### config.mk
export PLATFORM = sky130hd
export DESIGN_NAME = led_blink_gen
export DESIGN_NICKNAME = d
export VERILOG_FILES = /design/src/rtl/led_blink_pkg.sv /design/src/rtl/blink_divider.sv /design/src/rtl/blink_rate_mux.sv /design/src/rtl/led_blink_gen.sv
export SDC_FILE = /design/constraint.sdc
export NUM_CORES = 1
export LEC_CHECK = 0
export BUFFER_PORTS_ARGS = -buffer_cell sky130_fd_sc_hd__buf_2
export CORE_MARGIN = 8
export CORE_UTILIZATION = 50
export CTS_CLUSTER_SIZE = 16
export DETAILED_ROUTE_END_ITERATION = 6
export PLACE_DENSITY = 0.72
export SLEW_MARGIN = 15
export SYNTH_ARGS = -nofsm -noshare
export SYNTH_HDL_FRONTEND = slang
export SYNTH_SLANG_ARGS = --single-unit
### constraint.sdc
create_clock -name clk_i -period 2.45 [get_ports clk_i]
set_input_delay 0.49 -clock clk_i [delete_from_list [all_inputs] [get_ports clk_i]]
set_output_delay 0.49 -clock clk_i [all_outputs]
set_load 0.02 [all_outputs]
### src/rtl/led_blink_pkg.sv
package led_blink_pkg;

    localparam int unsigned NUM_RATES = 4;

    // Cycles that one channel holds each level; never below one.
    function automatic int unsigned half_count(input int unsigned clk_hz,
                                               input int unsigned rate_hz);
        int unsigned h;
        h = (rate_hz == 0) ? 1 : clk_hz / (2 * rate_hz);
        return (h == 0) ? 1 : h;
    endfunction

endpackage

### src/rtl/blink_divider.sv
module blink_divider #(
    parameter int unsigned HALF = 10
) (
    input  logic clk_i,
    input  logic rst_i,
    output logic wave_o
);

    localparam int unsigned HALF_C = (HALF < 1) ? 1 : HALF;
    localparam int unsigned CW     = (HALF_C < 2) ? 1 : $clog2(HALF_C);
    localparam logic [CW-1:0] LAST = CW'(HALF_C - 1);

    typedef struct packed {
        logic [CW-1:0] cnt;
        logic          wave;
    } div_state_t;

    div_state_t st_d;
    div_state_t st_q = '0;

    always_comb begin
        st_d = st_q;
        if (st_q.cnt == LAST) begin
            st_d.cnt  = '0;
            st_d.wave = ~st_q.wave;
        end else begin
            st_d.cnt  = st_q.cnt + 1'b1;
        end
    end

    always_ff @(posedge clk_i) begin
        if (rst_i) begin
            st_q <= '0;
        end else begin
            st_q <= st_d;
        end
    end

    assign wave_o = st_q.wave;

    // the count never reaches the hold length
    a_r2_cnt_in_range: assert property (@(posedge clk_i) disable iff (rst_i)
        st_q.cnt <= LAST);

    // a level change only ever comes together with a wrap to zero
    a_r2_toggle_on_wrap: assert property (@(posedge clk_i) disable iff (rst_i)
        (st_q.wave != $past(st_q.wave)) |-> (st_q.cnt == '0));

    // the channel advances on every cycle after reset
    a_r6_free_running: assert property (@(posedge clk_i) disable iff (rst_i)
        !$past(rst_i) |-> ((st_q.cnt != $past(st_q.cnt)) || (st_q.wave != $past(st_q.wave))));

endmodule

### src/rtl/blink_rate_mux.sv
module blink_rate_mux #(
    parameter int unsigned N  = 4,
    parameter int unsigned SW = 2
) (
    input  logic [N-1:0]  waves_i,
    input  logic [SW-1:0] sel_i,
    input  logic          en_i,
    output logic          led_o
);

    always_comb begin
        led_o = 1'b0;
        for (int i = 0; i < N; i++) begin
            if (sel_i == SW'(i)) begin
                led_o = en_i & waves_i[i];
            end
        end
    end

endmodule

### src/rtl/led_blink_gen.sv
module led_blink_gen #(
    parameter int unsigned CLK_HZ   = 25_000_000,
    parameter int unsigned RATE0_HZ = 100,
    parameter int unsigned RATE1_HZ = 50,
    parameter int unsigned RATE2_HZ = 10,
    parameter int unsigned RATE3_HZ = 1
) (
    input  logic clk_i,
    input  logic rst_i,
    input  logic en_i,
    input  logic sel_hi_i,
    input  logic sel_lo_i,
    output logic led_o
);

    import led_blink_pkg::*;

    localparam int unsigned N  = NUM_RATES;
    localparam int unsigned SW = $clog2(N);
    localparam int unsigned RATES [N] = '{RATE0_HZ, RATE1_HZ, RATE2_HZ, RATE3_HZ};

    logic [N-1:0]  waves;
    logic [SW-1:0] sel;

    assign sel = {sel_hi_i, sel_lo_i};

    for (genvar g = 0; g < N; g++) begin : g_div
        blink_divider #(
            .HALF(half_count(CLK_HZ, RATES[g]))
        ) i_div (
            .clk_i (clk_i),
            .rst_i (rst_i),
            .wave_o(waves[g])
        );
    end

    blink_rate_mux #(
        .N (N),
        .SW(SW)
    ) i_mux (
        .waves_i(waves),
        .sel_i  (sel),
        .en_i   (en_i),
        .led_o  (led_o)
    );

    // the output stays off while the enable is low
    a_r5_disabled_off: assert property (@(posedge clk_i) disable iff (rst_i)
        !en_i |-> !led_o);

    // the output is off on the cycle after a reset edge
    a_r1_reset_off: assert property (@(posedge clk_i)
        $past(rst_i) |-> !led_o);

endmodule

==> results.md <==
Outcome:
- The run finished with clean final reports.

Die:
- The number of standard-cell rows in the floorplan is 32.
- The core region area is 7610 sq um.
- For this configuration, the core starts out at a cell density of 0.507.
- The die covers 10800 sq um.
- The horizontal extent of the die is 104 um.
- The number of placed I/O pins is 6.
- The floorplan step set the die height to 104 um.

Power:
- For this design the static power due to leakage is ~1.3 nW.
- The maximum VDD drop is 0.233 mV.
- Dividing total power by cell area gives a power density of 613 nW/um^2.

Timing:
- The post-route clock period utilization is 0.847.
- The number of setup violations in the final report is 0.
- The worst path needs 2.08 ns of the cycle, external delays included.
- Hold timing on the final database bottoms out at a slack of 0.468 ns.
- The final number of max-transition violations was 0.
- Setup repair after global routing left no endpoint under its margin.
- At the pin with the least slew margin, the transition time is 0.393 ns.
- The setup clock skew after layout is ~0.010 ns.
- The accumulated negative setup slack is 0 ns.
- Measured against its own limit, the worst slew margin works out to 0.736.
- The maximum frequency from static timing analysis is approximately 480 MHz.
- The hold violation total from the final report is 0.

Synth:
- After synthesis, the mean cell area works out to 8.64 sq um.
- The dominant combinational cell family by area after synthesis is simple AND/OR/NAND/NOR gates.
- The synthesized area is 3850 sq um.
- The top flip-flop cell by instance count after synthesis is dfxtp_1.
- Counting distinct cell types in the post-synthesis netlist gives 38.
- In this run, synthesis inferred 0 flip-flops with an integrated enable.
- The number of nets handed over by synthesis was 456.
- Of the total synthesized cell area, the portion taken by full adders, half adders and majority gates is 0.0162.
- Of all flip-flops after synthesis, the portion carrying an async set or reset was 0.
- After technology mapping, the gate count stands at approximately 450.
- The portion of the post-synthesis area used by sequential elements is 0.436.
- Yosys printed 0 warnings.
- The compound-cell area share of the yosys netlist is 0.0987.
- The area share of xor/xnor cells in the synthesized design is 0.102.
- Of the total synthesized cell area, the portion taken by AND, OR, NAND and NOR gates is 0.316.
- The share of cell area taken by muxes after synthesis is 0.00584.
- The number of register bits inferred by synthesis is 84.

Drt:
- The number of routed nets with antenna violations is 0.
- The routed layout has roughly 3.1k vias.
- After detailed routing, no signal wire sits above met4.
- The detailed-route wire length on metal 1 is 3.50 mm.
- The number of remaining DRC errors is 0.
- In the detailed route, the total length drawn on met2 is 3.46 mm.
- The per-cell via count in the routed design is roughly 5.6.
- In the detailed route, the total length drawn on met3 is 190 um.
- The routed design has 7.32 mm of wire.
- The average wire per cell in the routed design is 13.1 um.
- The number of optimization iterations in the first detailed-route pass is 4.
- For this block, the initial DRC count from the detailed router was 127.

Critical path:
- The kind of cell with the highest combined delay along the critical path is simple AND/OR/NAND/NOR gates.
- The endpoint type of the worst setup path is a flip-flop.
- For this design, the slowest cell found on the critical path is or4b_2.
- The critical path's largest stage delay is 0.61 ns.
- Walking the worst path, the cells encountered are ha_1 > nand3_2 > nor4_1 > or4b_2 > a21oi_1.
- The data arrival at the endpoint of the critical path is 2.35 ns.
- The nature of the critical path startpoint is a flip-flop.
- The count of buffering cells on the critical path with inverters included is 0.
- The maximum fanout along the worst path is 8.
- The type of the worst setup path is reg2reg.
- At the worst endpoint, the required time is about 2.7 ns.

Clocking:
- The clock tree synthesis step divided the H-tree into 3 levels.
- The clock drives 84 sinks.
- Post-CTS repair changed the size of 0 cells.
- The clock tree root buffer cell is clkbuf_8.
- Clock-pin slew was measured on the worst setup and hold paths at 0.08 ns.
- Buffers added to address setup during post-CTS repair amount to 0.
- TritonCTS built the clock tree.
- No sink is reached through more buffers than the 2 on the longest clock path.
- The clock reaches the later pin of the worst-skew pair after about 0.35 ns.
- Buffers inserted to repair hold after CTS numbered 0.
- Buffers inserted during clock tree synthesis total 9.

GRT:
- The number of global-route vias before repair is 3010.
- The global route total overflow is 0.
- The overall fraction of global-route tracks in use is 0.139.
- The first global-routing pass estimated 13.0 mm of wire.
- The number of antenna violations at the first check in global routing is 0.
- The pin count of the biggest net entering global routing is 23.

Cells and area:
- The top cell types in the final layout, fill and taps aside, are dfxtp_1, nor2_1, nand2_1.
- The number of nets at the end of the flow is 460.
- The number of cells in the finished layout apart from fillers is about 560.
- Of the cells placed in the final design, the portion with a size suffix greater than 1 is 0.0769.
- The growth of design area from synthesis to finish is 9.22%.
- Leaving out fill and tap cells, the most frequent cell in the layout is dfxtp_1.
- The repair_antennas step left the layout with diodes totalling 0.

Job:
- The max-capacitance violation count is 0.

Place:
- Port buffering added 5 buffers.
- The HPWL after detailed placement is 4.90 mm.
- The global placer's final weighted congestion is between 0.7 and 0.8.
- The number of placed instances, taps included, is 541.

Hold path:
- In this run the worst hold path is classified as in2reg.
## metrics by stage
| stage | worst slack [ns] | power (mW) | cell area (sq um) | util |
|---|---|---|---|---|
| final | 0.374 | 2.58 | 4210 | 0.553 |
| after global routing | 0.191 | 2.68 | 4210 | 0.553 |
| after CTS | 0.372 | 2.61 | 4210 | 0.553 |
| after detailed placement | 0.403 | 1.50 | 3980 | 0.523 |
| after global placement | 0.465 | 1.49 | 3980 | 0.523 |
| after floorplan | 0.563 | 1.47 | 3850 | - |
## layout make-up
cell class / instances / area, sq um
clock inverter: 5 / 83.8
multi-input combinational: 337 / 2080
clock buffer: 11 / 151
timing repair buffer: 9 / 55.1
fill: 694 / 3400
inverter: 9 / 33.8
sequential: 84 / 1680
tap: 102 / 128
## worst reg2reg max path: stages, from the launching register on
cell and delay, ns:
dfxtp_1 0.39, ha_1 0.22, nand3_2 0.17, nor4_1 0.44
or4b_2 0.62, a21oi_1 0.16
## power breakdown
group	switching (mW)	total (mW)	internal, mW	leakage (nW)
clock	0.487	1.12	0.631	0.112
combinational	0.0389	0.0640	0.0250	0.530
sequential	0.0194	1.40	1.38	0.679
total	0.546	2.58	2.04	1.32
## synthesized netlist by cell type (all sizes together) (9+ instances only)
cell type | n | area [sq um]
nand4 | 20 | 140
o21ai | 16 | 80.1
dfxtp | 84 | 1680
clkbuf | 15 | 57.6
nand2 | 31 | 116
xor2 | 23 | 201
xnor2 | 22 | 193
o31ai | 12 | 90.1
nand3 | 25 | 130
nor2 | 59 | 221
or4 | 14 | 105
inv | 9 | 33.8
a21oi | 29 | 145
or3 | 20 | 125
## layer usage
layer | vias to the layer above | track usage
li1 | 1614 | -
met2 | 45 | 0.237
met5 | - | 0
met3 | 13 | 0.0254
met4 | 0 | 0.0734
met1 | 1463 | 0.164
## state kept, by name, indices dropped and copies added, names as in the netlist
register	count
g_div.i_div.wave_o	4
g_div.i_div.st_q	80
## path summary, 6_finish.rpt
path | end | slack (ns) | start | depth (start not counted)
worst max register to register | g_div[3].i_div.st_q[21] | 0.37 | g_div[3].i_div.st_q[1] | 5
worst min register to register | g_div[3].i_div.st_q[1] | 0.48 | g_div[3].i_div.st_q[1] | 1
worst min-delay path | g_div[1].i_div.wave_o | 0.47 | rst_i | 2
worst max-delay path | g_div[3].i_div.st_q[21] | 0.37 | g_div[3].i_div.st_q[1] | 5
## cells by family (layout without fill, tap and decap cells)
kind of cell               after synthesis  after routing
AOI/OAI and AO/OA                       65             65
DFF                                     84             84
and+or+nand+nor                        221            221
muxes                                    1              1
adders and majority gates                5              5
buffers and inverters                   25             34
xor gates and xnor gates                45             45
(Power assumes the default switching activity.)
